==> src/rtl/acc_claim_pkg.sv <==
package acc_claim_pkg;

    localparam logic [7:0] ABSENT_VALUE = 8'hFF;
    localparam logic [7:0] REQUEST_CMD  = 8'h02;
    localparam int         BIT_VALID    = 7;
    localparam int         BIT_ACTIVE   = 5;

    typedef enum logic [1:0] {
        RES_OK      = 2'd0,
        RES_ABSENT  = 2'd1,
        RES_TIMEOUT = 2'd2
    } claim_res_e;

    typedef enum logic [2:0] {
        ST_IDLE,
        ST_PROBE,
        ST_REQ,
        ST_POLL,
        ST_WAIT,
        ST_DONE
    } claim_st_e;

    typedef struct packed {
        logic absent;
        logic owned;
    } flag_view_t;

    function automatic flag_view_t decode_flags(input logic [7:0] v);
        flag_view_t f;
        f.absent = (v == ABSENT_VALUE);
        f.owned  = v[BIT_VALID] & v[BIT_ACTIVE];
        return f;
    endfunction

endpackage

==> src/rtl/acc_flag_check.sv <==
module acc_flag_check
    import acc_claim_pkg::*;
(
    input  logic [7:0] rdata,
    output flag_view_t view
);
    always_comb view = decode_flags(rdata);
endmodule

==> src/rtl/acc_poll_timer.sv <==
module acc_poll_timer #(
    parameter int POLL_US    = 30,
    parameter int TIMEOUT_US = 1000000
) (
    input  logic clk,
    input  logic rst,
    input  logic clear,
    input  logic run,
    input  logic us_tick,
    output logic interval_end,
    output logic budget_spent
);
    localparam int PW = (POLL_US > 1) ? $clog2(POLL_US) : 1;
    localparam int BW = $clog2(TIMEOUT_US + POLL_US + 1);
    localparam logic [PW-1:0] P_LAST  = PW'(POLL_US - 1);
    localparam logic [BW-1:0] P_STEP  = BW'(POLL_US);
    localparam logic [BW-1:0] T_LIMIT = BW'(TIMEOUT_US);

    logic [PW-1:0] tick_cnt;
    logic [BW-1:0] spent_us;
    logic          wrap;

    assign wrap = run && us_tick && (tick_cnt == P_LAST);

    always_ff @(posedge clk) begin
        if (rst) begin
            tick_cnt     <= '0;
            spent_us     <= '0;
            interval_end <= 1'b0;
        end else begin
            interval_end <= wrap;
            if (!run)
                tick_cnt <= '0;
            else if (wrap)
                tick_cnt <= '0;
            else if (us_tick)
                tick_cnt <= tick_cnt + 1'b1;
            if (clear)
                spent_us <= '0;
            else if (wrap && spent_us < T_LIMIT)
                spent_us <= spent_us + P_STEP;
        end
    end

    assign budget_spent = (spent_us >= T_LIMIT);
endmodule

==> src/rtl/acc_claim_fsm.sv <==
module acc_claim_fsm
    import acc_claim_pkg::*;
(
    input  logic       clk,
    input  logic       rst,
    input  logic       start,
    input  logic       bus_ready,
    input  flag_view_t view,
    input  logic       interval_end,
    input  logic       budget_spent,
    output claim_st_e  state,
    output claim_res_e res_q,
    output logic       tmr_clear,
    output logic       tmr_run
);
    claim_st_e  nxt;
    claim_res_e res_n;

    always_comb begin
        nxt   = state;
        res_n = res_q;
        unique case (state)
            ST_IDLE:  if (start) nxt = ST_PROBE;
            ST_PROBE: if (bus_ready) begin
                if (view.absent) begin
                    nxt   = ST_DONE;
                    res_n = RES_ABSENT;
                end else begin
                    nxt = ST_REQ;
                end
            end
            ST_REQ:   if (bus_ready) nxt = ST_POLL;
            ST_POLL:  if (bus_ready) begin
                if (view.owned) begin
                    nxt   = ST_DONE;
                    res_n = RES_OK;
                end else begin
                    nxt = ST_WAIT;
                end
            end
            ST_WAIT:  if (interval_end) begin
                if (budget_spent) begin
                    nxt   = ST_DONE;
                    res_n = RES_TIMEOUT;
                end else begin
                    nxt = ST_POLL;
                end
            end
            ST_DONE:  nxt = ST_IDLE;
            default:  nxt = ST_IDLE;
        endcase
    end

    always_ff @(posedge clk) begin
        if (rst) begin
            state <= ST_IDLE;
            res_q <= RES_OK;
        end else begin
            state <= nxt;
            res_q <= res_n;
        end
    end

    assign tmr_clear = (state == ST_REQ);
    assign tmr_run   = (state == ST_WAIT);
endmodule

==> src/rtl/acc_claim_top.sv <==
module acc_claim_top
    import acc_claim_pkg::*;
#(
    parameter int ADDR_W     = 12,
    parameter int POLL_US    = 30,
    parameter int TIMEOUT_US = 1000000
) (
    input  logic              clk,
    input  logic              rst,
    input  logic              start,
    input  logic              us_tick,
    output logic [ADDR_W-1:0] bus_addr,
    output logic              bus_rd,
    output logic              bus_wr,
    output logic [7:0]        bus_wdata,
    input  logic [7:0]        bus_rdata,
    input  logic              bus_ready,
    output logic              done,
    output logic [1:0]        result
);
    localparam logic [ADDR_W-1:0] CTRL_OFFSET = '0;

    flag_view_t view;
    claim_st_e  state;
    claim_res_e res_q;
    logic       tmr_clear, tmr_run, interval_end, budget_spent;

    acc_flag_check u_flags (
        .rdata (bus_rdata),
        .view  (view)
    );

    acc_poll_timer #(
        .POLL_US    (POLL_US),
        .TIMEOUT_US (TIMEOUT_US)
    ) u_timer (
        .clk          (clk),
        .rst          (rst),
        .clear        (tmr_clear),
        .run          (tmr_run),
        .us_tick      (us_tick),
        .interval_end (interval_end),
        .budget_spent (budget_spent)
    );

    acc_claim_fsm u_fsm (
        .clk          (clk),
        .rst          (rst),
        .start        (start),
        .bus_ready    (bus_ready),
        .view         (view),
        .interval_end (interval_end),
        .budget_spent (budget_spent),
        .state        (state),
        .res_q        (res_q),
        .tmr_clear    (tmr_clear),
        .tmr_run      (tmr_run)
    );

    assign bus_addr  = CTRL_OFFSET;
    assign bus_rd    = (state == ST_PROBE) || (state == ST_POLL);
    assign bus_wr    = (state == ST_REQ);
    assign bus_wdata = bus_wr ? REQUEST_CMD : 8'h00;
    assign done      = (state == ST_DONE);
    assign result    = res_q;
endmodule

==> config.mk <==
export PLATFORM = sky130hd
export DESIGN_NAME = acc_claim_top
export DESIGN_NICKNAME = d
export VERILOG_FILES = /design/src/rtl/acc_claim_pkg.sv /design/src/rtl/acc_flag_check.sv /design/src/rtl/acc_poll_timer.sv /design/src/rtl/acc_claim_fsm.sv /design/src/rtl/acc_claim_top.sv
export SDC_FILE = /design/constraint.sdc
export NUM_CORES = 1
export LEC_CHECK = 0
export ABC_AREA = 1
export BUFFER_PORTS_ARGS = -buffer_cell sky130_fd_sc_hd__clkbuf_2
export CAP_MARGIN = 40
export CORE_MARGIN = 2
export CORE_UTILIZATION = 47
export CTS_BUF_LIST = sky130_fd_sc_hd__clkbuf_4
export CTS_CLUSTER_SIZE = 10
export DETAILED_ROUTE_END_ITERATION = 16
export GPL_TIMING_DRIVEN = 0
export HOLD_SLACK_MARGIN = 0.02
export PLACE_DENSITY = 0.75
export REMOVE_ABC_BUFFERS = 1
export SLEW_MARGIN = 20
export SYNTH_ARGS = -nofsm -noshare
export SYNTH_HDL_FRONTEND = slang
export SYNTH_SLANG_ARGS = --single-unit
==> constraint.sdc <==
create_clock -name clk -period 1.6 [get_ports clk]
set_input_delay 0.08 -clock clk [delete_from_list [all_inputs] [get_ports clk]]
set_output_delay 0.08 -clock clk [all_outputs]
set_load 0.02 [all_outputs]
==> key figures, run 1 <==
Detailed routing
  • Drt initial violations: 80
  • Total Routed Length: 4203 um
  • Antenna-violating nets left: 0
  • Via count: 1,890
  • Via density: 4.896
  • DRC errors left: 0
  • First-pass iteration count of the detailed router: 4
  • Average wire length per cell after detail routing: between 10 and 15 um

Worst setup path
  • Crit path launch type: flop
  • CP max stage cell: dfxtp_1
  • Terminus of the critical flop-to-flop path: u_timer.spent_us[9]
  • Reg-to-reg setup timing slack: 0.10 ns
  • Critical Path, Cell by Cell: o21ai_1, nor2_4, nand2_4, nand2_4, buf_4, nand2_1, a21oi_1
  • Worst Path Max Fanout: 11
  • Reg2reg path depth: 7
  • Most numerous cell on the critical path: nand2_4
  • Critical path required time: about 1.9 ns
  • Startpoint of the worst-slack reg-to-reg timing path: u_timer.spent_us[16]
  • Sum of buffers and inverters on the critical path: 1
  • Delay of the slowest critical-path stage: 0.44 ns
  • Worst setup path category: reg2reg
  • Top delay family on crit path: simple AND/OR/NAND/NOR gates
  • Critical path data arrival time: 1.76 ns
  • Type of element capturing the critical path: flop

Floorplanning
  • Cell row count: 24
  • Die Height: 71.08 um
  • Core area: 4354 um^2
  • Total I/O pin count: 38
  • Effective utilization at floorplan: 48.56%
  • Full die area: 5052 um^2
  • Die width: 71.08 um

Clock network
  • CTS tree: done
  • CTS sink count: 30
  • CTS Buf Count: 5
  • Buffer type at the clock tree root: clkbuf_4
  • H-tree levels: 2
  • Clock latency on the worst-skew pair: 0.34 ns
  • Clock buffer depth: 2
  • Clock-pin slew on the worst setup and hold paths: 0.11 ns

STA
  • Worst clock skew on the final layout: 0.01854 ns
  • Peak Freq: 668.4 MHz
  • Worst Setup Slack, final: 0.1038 ns
  • Setup repair after global routing missed its margin: false
  • Period utilisation layout: between 90% and 100%
  • Final number of hold-violating endpoints: 0
  • Slew Limit Fails: 0
  • Clock period minus final worst setup slack: 1.496 ns
  • Number of failing setup endpoints in the final timing report: 0
  • Final TNS setup: 0 ns
  • Fin Hold WS: roughly 0.055 ns

Synthesis
  • Cells after Synth: roughly 310
  • Share of the yosys chip area belonging to registers: roughly 28%
  • Synth Warn #: 0
  • Post-Syn Area per Cell: a little under 7 um^2
  • Post-synth cell types: 33
  • Proportion of synthesized flip-flops having asynchronous set or reset: 0%
  • Cell area after synthesis: approximately 2100 um^2
  • Total of flip-flops plus latches after synthesis: 30
  • Post-synth EDFFs: 0
  • Primary flip-flop cell chosen by synthesis mapping: dfxtp_1

Power
  • Peak supply drop: a little under 0.5 mV
  • Switching power share of the total: 35.20%
  • Sequential share of power: 40.5%
  • Cell leakage power: roughly 0.95 nW
  • Total power after layout: 2.002 mW
  • Gate power share: between 20 and 30%
  • Power density over cell area: 875.0 nW/um^2
  • Switching power: 704.9 uW
  • Clock group share of total power: 31.4%
  • Internal power component: 1.297 mW

Finish
  • Final antenna diode count: 0
  • Final Net Count: 350
  • Cell Count, Final, Fillers Out: 386
  • Growth of design area from synthesis to finish: 8.225%
  • Fillers: between 400 and 500
  • Share of final-layout standard cells stronger than drive strength 1: 23.65%
  • Share of the core filled with cells: 52.56%
  • Finished Cell Area: 2288 um^2

Global route
  • Largest net degree at the start of global routing: 18
  • First-pass GRT wire length: 7396 um
  • Total global routing overflow: 0
  • Number of antenna violations at the first check in global routing: 0
  • Number of global-route vias before repair: 1,726
  • Overall global routing resource usage: 18.10%

Hold path
  • Hold Path Depth: 4
  • Worst hold-check path type: in2reg
  • Worst Hold Launch: bus_ready
  • Hold Path Sink: u_fsm.state[1]

Placement
  • Number of input and output port buffers inserted: 18
  • DPL Wire Length: 3102 um
  • Weighted congestion reported at the end of routability-driven placement: 0.8235
  • Cells after DPL: 376
  • Worst slack after detailed placement: -0.1675 ns
  • Placement-stage cell area: 2148 um^2

Outcome
  • Result of the run: finished clean

Job
  • Max_cap viols: 0
## power by group through the flow
| stage | logic, mW | registers (mW) | clock network (mW) |
|---|---|---|---|
| 5_1_grt | 0.632 | 0.817 | 0.665 |
| 4_1_cts | 0.545 | 0.811 | 0.642 |
| 2_1_floorplan | 0.400 | 0.839 | 0 |
| 3_3_place_gp | 0.528 | 0.828 | 0 |
| 3_5_place_dp | 0.538 | 0.828 | 0 |
| 6_report | 0.562 | 0.811 | 0.630 |
## cell usage after synthesis, types with 3 or more instances
cell type,number,area (um^2)
a21oi_1,14,70.07
a21oi_2,10,87.58
buf_4,21,157.7
dfxtp_1,30,600.6
ha_1,4,50.05
inv_1,26,97.59
inv_2,4,15.01
nand2_1,85,319.1
nand2_2,12,75.07
nand3_1,16,80.08
nand3_2,3,30.03
nand4_1,11,68.82
nor2_1,32,120.1
nor2_2,3,18.77
nor3_1,6,30.03
o21ai_0,4,20.02
xnor2_1,4,35.03
xor2_1,8,70.07
## cell usage in the layout, fill, tap and decap left out, drive strengths merged
cell and instances:
a211oi 1, a21oi 24, a22o 1, buf 1, bufinv 1, clkbuf 24, clkinv 3, clkinvlp 1
conb 19, dfxtp 30, dlygate4sd3 1, ha 4, inv 30, nand2 99, nand3 19, nand3b 1
nand4 11, nor2 37, nor3 8, o21ai 6, or2 1, xnor2 4, xor2 8
## how the worst max path moves through the flow
| stage | endpoint | slack, ns | cells past startpoint | startpoint |
|---|---|---|---|---|
| floorplan | u_timer.spent_us[2] | 0.18 | 6 | u_fsm.state[2] |
| global placement | u_timer.spent_us[2] | -0.16 | 6 | u_fsm.state[2] |
| detailed placement | u_timer.spent_us[2] | -0.17 | 6 | u_fsm.state[2] |
| CTS | u_timer.spent_us[9] | 0.01 | 7 | u_timer.tick_cnt[0] |
| global route | u_timer.spent_us[1] | 0.004 | 8 | u_timer.tick_cnt[1] |
| finish | u_timer.spent_us[9] | 0.10 | 7 | u_timer.spent_us[16] |
## layout make-up
type | count | area [um^2] | area share, %
clock inverter | 2 | 37.54 | 1.640
clock buffer | 6 | 45.04 | 1.968
timing repair buffer | 20 | 107.6 | 4.702
sequential | 30 | 605.6 | 26.46
multi-input combinational | 243 | 1291 | 56.42
tap | 52 | 65.06 | 2.843
inverter | 33 | 136.4 | 5.960
## worst min-delay path, stage by stage
cell      delay (ns)
clkbuf_2        0.07
inv_1           0.05
o21ai_0         0.07
a21oi_1         0.06
## flip-flops by register name, summed over array words and instances (netlist names)
register	cells
u_timer.spent_us	19
u_timer.tick_cnt	5
u_timer.interval_end	1
u_fsm.state	3
u_fsm.res_q	2
## cell families (layout without fill, tap and decap cells)
kind of cell / after synthesis / after routing / share of synthesized area [%]
and+or+nand+nor: 176 / 176 / 39.11
adders and majority gates: 4 / 4 / 2.367
other: 1 / 19 / 0.1773
buffers and inverters: 56 / 61 / 14.91
AOI/OAI and AO/OA: 32 / 32 / 10.06
DFF: 30 / 30 / 28.40
xor gates and xnor gates: 12 / 12 / 4.970
## timing repair
action | CTS | global route
hold endpoints to repair | 6 | 0
buffers inserted | 0 | 1
pin swaps | 0 | 1
gates resized for setup | 2 | 13
endpoints found under the setup margin | 4 | 20
hold buffers | 1 | 0
## per-layer routing
| layer | vias to the layer above | part of all wire, % | global-route usage [%] |
|---|---|---|---|
| li1 | 995 | - | - |
| met1 | 838 | 45 | 22.93 |
| met2 | 49 | 48 | 29.49 |
| met3 | 8 | 4.6 | 4.274 |
| met4 | 0 | 1.9 | 7.757 |
| met5 | - | 0 | 0 |
(Power assumes the default switching activity.)
==> run 2: changes to the inputs <==
--- a/config.mk
+++ b/config.mk
@@ -5,17 +5,17 @@
 export SDC_FILE = /design/constraint.sdc
 export NUM_CORES = 1
 export LEC_CHECK = 0
-export ABC_AREA = 1
 export BUFFER_PORTS_ARGS = -buffer_cell sky130_fd_sc_hd__clkbuf_2
 export CAP_MARGIN = 40
 export CORE_MARGIN = 2
 export CORE_UTILIZATION = 47
 export CTS_BUF_LIST = sky130_fd_sc_hd__clkbuf_4
+export CTS_CLUSTER_DIAMETER = 80
 export CTS_CLUSTER_SIZE = 10
 export DETAILED_ROUTE_END_ITERATION = 16
 export GPL_TIMING_DRIVEN = 0
 export HOLD_SLACK_MARGIN = 0.02
-export PLACE_DENSITY = 0.75
+export PLACE_DENSITY = 0.76
 export REMOVE_ABC_BUFFERS = 1
 export SLEW_MARGIN = 20
 export SYNTH_ARGS = -nofsm -noshare
==> run 2 against run 1 <==
Worst hold slack worse by 0.028 ns. The run now ends with negative setup slack left. Clock skew is 0.0066 ns lower. Non-clock buffer count is 31 higher.
==> key figures, run 2 <==
Outcome
  • Result of the run: finished, violations left
  • Violations in the final reports: negative setup slack

Worst setup path
  • Critical Path, Cell by Cell: nor4_4, a311oi_4, buf_6, buf_12, or4_1, a21oi_1
  • Reg-to-reg setup timing slack: -0.28 ns
  • Crit path launch type: flop
  • Terminus of the critical flop-to-flop path: u_timer.spent_us[3]
  • Delay of the slowest critical-path stage: roughly 0.47 ns
  • Reg2reg path depth: 6
  • CP max stage cell: or4_1
  • Critical path data arrival time: around 2.2 ns
  • Worst Path Max Fanout: 5
  • Startpoint of the worst-slack reg-to-reg timing path: u_timer.spent_us[13]
  • Type of element capturing the critical path: flop
  • Top delay family on crit path: simple AND/OR/NAND/NOR gates
  • Sum of buffers and inverters on the critical path: 2
  • Worst setup path category: reg2reg
  • Critical path required time: 1.87 ns

STA
  • Slew @ Worst Pin: ~0.69 ns
  • Peak Freq: 531.5 MHz
  • Clock period minus final worst setup slack: roughly 1.9 ns
  • Slew margin rel.: between 50% and 60%
  • Setup repair after global routing missed its margin: true
  • Worst clock skew on the final layout: 0.01195 ns
  • Worst Setup Slack, final: -0.2814 ns
  • Period utilisation layout: 117.6%
  • Final number of hold-violating endpoints: 0
  • Slew Limit Fails: 0
  • Number of failing setup endpoints in the final timing report: 16

Floorplanning
  • Effective utilization at floorplan: about half
  • Die Height: between 60 and 70 um
  • Die width: 66.88 um
  • Total I/O pin count: 38
  • Core area: 3744 um^2
  • Full die area: 4472 um^2
  • Cell row count: 22

Clock network
  • Buffer type at the clock tree root: clkbuf_4
  • Clock-pin slew on the worst setup and hold paths: 0.11 ns
  • Clock buffer depth: 2
  • CTS tree: done
  • CTS sink count: 30
  • Clock latency on the worst-skew pair: about 0.34 ns
  • Hold-fix buffers at CTS: 0
  • H-tree levels: 2
  • CTS Buf Count: 5

Global route
  • Number of global-route vias before repair: 1,673
  • Number of antenna violations at the first check in global routing: 0
  • Overall global routing resource usage: 23.85%
  • First-pass GRT wire length: 7948 um
  • Largest net degree at the start of global routing: 16
  • Total global routing overflow: 0

Synthesis
  • Most numerous cell types in the synthesized netlist: dfxtp_1, buf_4, nand2_1
  • Post-synth EDFFs: 0
  • Primary flip-flop cell chosen by synthesis mapping: dfxtp_1
  • Synth Warn #: 0
  • Post-synthesis share of cell area spent on and, or, nand and nor gates: 29.02%
  • Area share of fa/ha/maj cells after synthesis: about 2.7%
  • Post-Syn Area per Cell: roughly 8.2 um^2
  • Cell area after synthesis: ~1900 um^2
  • Total of flip-flops plus latches after synthesis: 30
  • Leading cell types by total area after synthesis: dfxtp_1, buf_4, or4_1
  • Cells after Synth: ~230
  • Area fraction of the dominant cell type after synthesis: 32.32%
  • Cell type contributing the most total cell area after synthesis: dfxtp_1
  • Most repeated cell in the gate-level netlist after synthesis: dfxtp_1
  • Post-synthesis compound-gate area fraction: 20.00%
  • Proportion of synthesized flip-flops having asynchronous set or reset: 0%
  • Combinational family with the most area after synthesis: simple AND/OR/NAND/NOR gates
  • Multiplexer area fraction after synthesis: 1.077%
  • Post-synth cell types: 50
  • Share of the yosys chip area belonging to registers: between 30 and 40%
  • Xor/xnor share of the synthesized area: 1.886%

Hold path
  • Hold Path Depth: 2
  • Worst hold-check path type: in2reg
  • Worst Hold Launch: us_tick
  • Hold Path Sink: u_timer.tick_cnt[1]

Placement
  • Placement-stage cell area: between 1500 and 2000 um^2
  • Cells after DPL: roughly 280
  • DPL Wire Length: 2859 um
  • Number of input and output port buffers inserted: 18
  • Weighted congestion reported at the end of routability-driven placement: 0.8118

Finish
  • Fillers: 319
  • Final antenna diode count: 0
  • Share of final-layout standard cells stronger than drive strength 1: between 40% and 50%
  • Commonest non-fill, non-tap cells in the layout: buf_4, conb_1, clkbuf_2
  • Cell Count, Final, Fillers Out: 320
  • Leading cell type in the layout, fill and taps excluded: buf_4
  • Share of the core filled with cells: between 60 and 70%
  • Most flops, register: u_timer.spent_us
  • Growth of design area from synthesis to finish: 33.20%
  • Largest registers ranked by flip-flop count: u_timer.spent_us (19), u_timer.tick_cnt (5), u_fsm.state (3)
  • Number of flip-flops under the largest register name: 19
  • Final Net Count: 288
  • Finished Cell Area: 2475 um^2

Power
  • Switching power share of the total: around a third
  • Power density over cell area: 606.3 nW/um^2
  • Gate power share: a little under a fifth
  • Sequential share of power: 51.7%
  • Peak supply drop: 0.4361 mV
  • Clock group share of total power: 30.1%
  • Cell leakage power: around 0.9 nW
  • Switching power: 483.2 uW
  • Internal power component: 1.017 mW

Detailed routing
  • Via density: 5.878
  • Total Routed Length: 5173 um
  • Average wire length per cell after detail routing: approximately 16 um
  • Drt initial violations: 119
  • Antenna-violating nets left: 0
  • DRC errors left: 0
  • Via count: around 1.9k
  • First-pass iteration count of the detailed router: 4

Job
  • Max_cap viols: 0
[run 2: cell count changes after synthesis, moves of 9 or more]
cell / change
o31ai_1: +9
or4_1: +10
nand2_2: -12
a21oi_2: -10
inv_1: -17
nand2_1: -68
nor2_1: -22
[run 2: worst max path at each step]
stage	to	slack [ns]	startpoint	cells past startpoint
detailed placement	u_timer.spent_us[18]	-0.56	u_timer.spent_us[13]	5
global placement	u_timer.spent_us[12]	-2.02	u_timer.spent_us[13]	4
CTS	u_timer.spent_us[14]	-0.32	u_timer.tick_cnt[1]	6
global route	u_timer.spent_us[14]	-0.35	u_timer.tick_cnt[1]	6
floorplan	u_timer.spent_us[6]	-1.16	u_timer.spent_us[13]	4
finish	u_timer.spent_us[3]	-0.28	u_timer.spent_us[13]	6
[run 2: worst register-to-register path: cells and delay by family, from the launching register on]
family / cells / cell delay, ns
AOI/OAI and AO/OA: 2 / 0.32
buffers and inverters: 2 / 0.28
DFF: 1 / 0.38
and+or+nand+nor: 2 / 0.83
[run 2: cells by family (layout without fill, tap and decap cells)]
logic type,count (synthesis),count (layout)
AOI/OAI and AO/OA,52,52
adders and majority gates,4,4
and+or+nand+nor,93,93
buffers and inverters,41,68
other,1,19
muxes,2,2
xor gates and xnor gates,4,4
DFF,30,30
[run 2: power groups by stage]
stage	Combinational (mW)	Clock [mW]	Sequential (mW)
global placement	0.214	0	0.798
finish	0.274	0.451	0.775
floorplan	0.152	0	0.797
global route	0.298	0.492	0.778
detailed placement	0.217	0	0.798
CTS	0.233	0.459	0.782
[run 2: per-stage QoR]
step	setup TNS, ns	power, mW	hold slack (ns)	setup slack [ns]
after detailed placement	-8.124	1.016	0.3876	-0.5624
after global routing	-3.598	1.569	0.06134	-0.3482
after floorplan	-22.72	0.9491	0.1582	-1.164
after CTS	-1.956	1.475	0.02205	-0.3207
final	-2.593	1.501	0.02749	-0.2814
after global placement	-39.74	1.012	0.3818	-2.016
[run 2: routing by layer]
metal | track usage [%] | share of wire, %
met5 | 0 | 0
met4 | 7.653 | 1.8
met3 | 6.926 | 5.0
met2 | 38.63 | 50
met1 | 30.35 | 43
[run 2: cell type report]
class	instances	area (um^2)	area share [%]
clock buffer	5	37.54	1.517
clock inverter	3	16.27	0.6572
inverter	9	33.78	1.365
multi-input combinational	174	1295	52.33
sequential	30	644.4	26.04
tap	48	60.06	2.427
timing repair buffer	51	387.9	15.67
[run 2: timing repair]
item / 4_1_cts / 5_1_grt
cloned: 0 / 0
pin swaps: 27 / 13
gates resized for setup: 54 / 25
setup buffers: 21 / 10
setup endpoints to repair: 31 / 22
==> run 3: changes to the inputs <==
--- a/config.mk
+++ b/config.mk
@@ -5,6 +5,7 @@
 export SDC_FILE = /design/constraint.sdc
 export NUM_CORES = 1
 export LEC_CHECK = 0
+export ABC_AREA = 1
 export BUFFER_PORTS_ARGS = -buffer_cell sky130_fd_sc_hd__clkbuf_2
 export CAP_MARGIN = 40
 export CORE_MARGIN = 2
@@ -15,7 +16,7 @@
 export DETAILED_ROUTE_END_ITERATION = 16
 export GPL_TIMING_DRIVEN = 0
 export HOLD_SLACK_MARGIN = 0.02
-export PLACE_DENSITY = 0.76
+export PLACE_DENSITY = 0.69
 export REMOVE_ABC_BUFFERS = 1
 export SLEW_MARGIN = 20
 export SYNTH_ARGS = -nofsm -noshare
==> run 3 against run 2 <==
Via count up 0.21%. Critical path type unchanged. Global-route usage down 5.3 points. The flow now finishes without violations. Sequential power up 4.8%. Largest cell class unchanged. Flip-flop and latch count unchanged. Combinational power up 98%. Count of clock-buffer cells in the layout unchanged. Final cell count up 21%. Die area up 13%. Non-clock buffer count down 29. Clock power down 5.5%. Sequential share of layout area up 0.69 points.
==> key figures, run 3 (same netlist as run 1, synthesis figures left out) <==
Outcome
  • Result of the run: finished clean

Detailed routing
  • Drt initial violations: 119
  • Antenna-violating nets left: 0
  • Via count: 1,885
  • Routed length on met2: 1886 um
  • Highest metal used: met4
  • DRC errors left: 0
  • Total Routed Length: 4154 um
  • First-pass iteration count of the detailed router: 4
  • Average wire length per cell after detail routing: ~11 um
  • Via density: 4.858
  • DRT met1 WL: 2034 um
  • Routed met3 length: 167 um

Worst setup path
  • Critical path required time: 1.86 ns
  • Critical path data arrival time: between 1.5 and 2 ns
  • Worst setup path category: reg2reg
  • Type of element capturing the critical path: flop
  • Reg-to-reg setup timing slack: ~0.11 ns
  • Crit path launch type: flop
  • Worst Path Max Fanout: 5

Hold path
  • Worst hold-check path type: in2reg

STA
  • Peak Freq: about 670 MHz
  • Worst Setup Slack, final: 0.1105 ns
  • Slew Limit Fails: 0
  • Setup repair after global routing missed its margin: false
  • Final number of hold-violating endpoints: 0
  • Number of failing setup endpoints in the final timing report: 0
  • Period utilisation layout: 93.10%
  • Worst clock skew on the final layout: 0.007501 ns
  • Clock period minus final worst setup slack: 1.490 ns

Placement
  • Worst slack after detailed placement: -0.1919 ns
  • Cells after DPL: 376
  • DPL Wire Length: 3204 um
  • Weighted congestion reported at the end of routability-driven placement: 0.8897
  • Number of input and output port buffers inserted: 18

Global route
  • Number of antenna violations at the first check in global routing: 0
  • Total global routing overflow: 0
  • First-pass GRT wire length: 7514 um
  • Largest net degree at the start of global routing: 18
  • Number of global-route vias before repair: 1,699
  • Overall global routing resource usage: 18.52%

Finish
  • Final Net Count: 352
  • Number of flip-flops under the largest register name: 19
  • Most flops, register: u_timer.spent_us
  • Growth of design area from synthesis to finish: 6.923%
  • Commonest non-fill, non-tap cells in the layout: nand2_1, nor2_1, dfxtp_1
  • Leading cell type in the layout, fill and taps excluded: nand2_1
  • Final antenna diode count: 0
  • Largest registers ranked by flip-flop count: u_timer.spent_us (19), u_timer.tick_cnt (5), u_fsm.state (3)
  • Share of final-layout standard cells stronger than drive strength 1: 22.92%
  • Cell Count, Final, Fillers Out: 388

Clock network
  • Clock-pin slew on the worst setup and hold paths: around 0.1 ns
  • CTS tree: done
  • Clock buffer depth: 2
  • CTS sink count: 30
  • Clock latency on the worst-skew pair: 0.33 ns
  • CTS Buf Count: 5
  • H-tree levels: 2
  • Buffer type at the clock tree root: clkbuf_4

Floorplanning
  • Cell row count: 24
  • Full die area: between 5000 and 6000 um^2
  • Total I/O pin count: 38
  • Core area: 4354 um^2
  • Die width: just over 70 um
  • Effective utilization at floorplan: between 40% and 50%
  • Die Height: 71.08 um

Power
  • Cell leakage power: 0.9428 nW
  • Peak supply drop: a little under 0.6 mV
  • Power density over cell area: 787.3 nW/um^2

Job
  • Max_cap viols: 0
-- run 3: changes by cell type in the layout (fill, tap and decap cells not counted), moves of 7 or more --
cell / change
dfxtp_2: -8
buf_4: -19
dfxtp_4: -8
nor2_1: +22
nand3_1: +7
dfxtp_1: +16
buf_6: -10
nand2_1: +67
o31ai_1: -8
or4_1: -7
inv_1: +19
a21oi_2: +10
nand2_2: +12
-- run 3: final timing paths --
check                                    startpoint              endpoint  cells past startpoint
worst max-delay path            u_timer.spent_us[7]  u_timer.spent_us[14]                      6
worst min-delay path                      bus_ready        u_fsm.state[1]                      4
worst max register to register  u_timer.spent_us[7]  u_timer.spent_us[14]                      6
worst min register to register       u_fsm.res_q[1]        u_fsm.res_q[1]                      2
-- run 3: stage by stage --
| step | TNS [ns] | util, % | area [um^2] | total power [mW] | hold slack, ns |
|---|---|---|---|---|---|
| after floorplan | 0 | - | 1993 | 1.239 | 0.1491 |
| after global placement | -0.4733 | 49.34 | 2148 | 1.359 | 0.3524 |
| after detailed placement | -0.5227 | 49.34 | 2148 | 1.364 | 0.3463 |
| after CTS | 0 | 50.80 | 2212 | 1.798 | 0.04714 |
| after global routing | 0 | 51.93 | 2261 | 1.916 | 0.07412 |
| final | 0 | 51.93 | 2261 | 1.780 | 0.06234 |
-- run 3: where the power goes --
| part | total [mW] | switching, mW | internal (mW) |
|---|---|---|---|
| logic | 0.542 | 0.377 | 0.165 |
| registers | 0.812 | 0.0302 | 0.782 |
| clock network | 0.426 | 0.270 | 0.156 |
-- run 3: worst max-delay path: stages (launching register included) --
cell	delay, ns
dfxtp_1	0.46
nand2_1	0.14
nor2_2	0.25
nand4_1	0.19
xnor2_1	0.19
nand2_1	0.07
a21oi_1	0.11
-- run 3: what timing repair did --
item	4_1_cts	5_1_grt
hold buffers	1	0
endpoints found under the hold margin	6	0
gates resized for setup	2	10
buffers inserted	0	3
setup endpoints to repair	5	19
gates cloned	0	0
pin swaps	0	1
-- run 3: per-layer routing --
metal,up-vias,track usage [%]
met3,4,4.274
met5,-,0
met4,0,6.918
met2,36,30.01
li1,1000,-
met1,845,24.04
-- run 3: final cells by class --
| class | count | area, um^2 |
|---|---|---|
| Fill cell | 450 | 2093 |
| Multi-Input combinational cell | 243 | 1289 |
| Sequential cell | 30 | 604.3 |
| Inverter | 33 | 131.4 |
| Timing Repair Buffer | 22 | 122.6 |
| Tap cell | 52 | 65.06 |
| Clock buffer | 5 | 37.54 |
| Clock inverter | 3 | 11.26 |
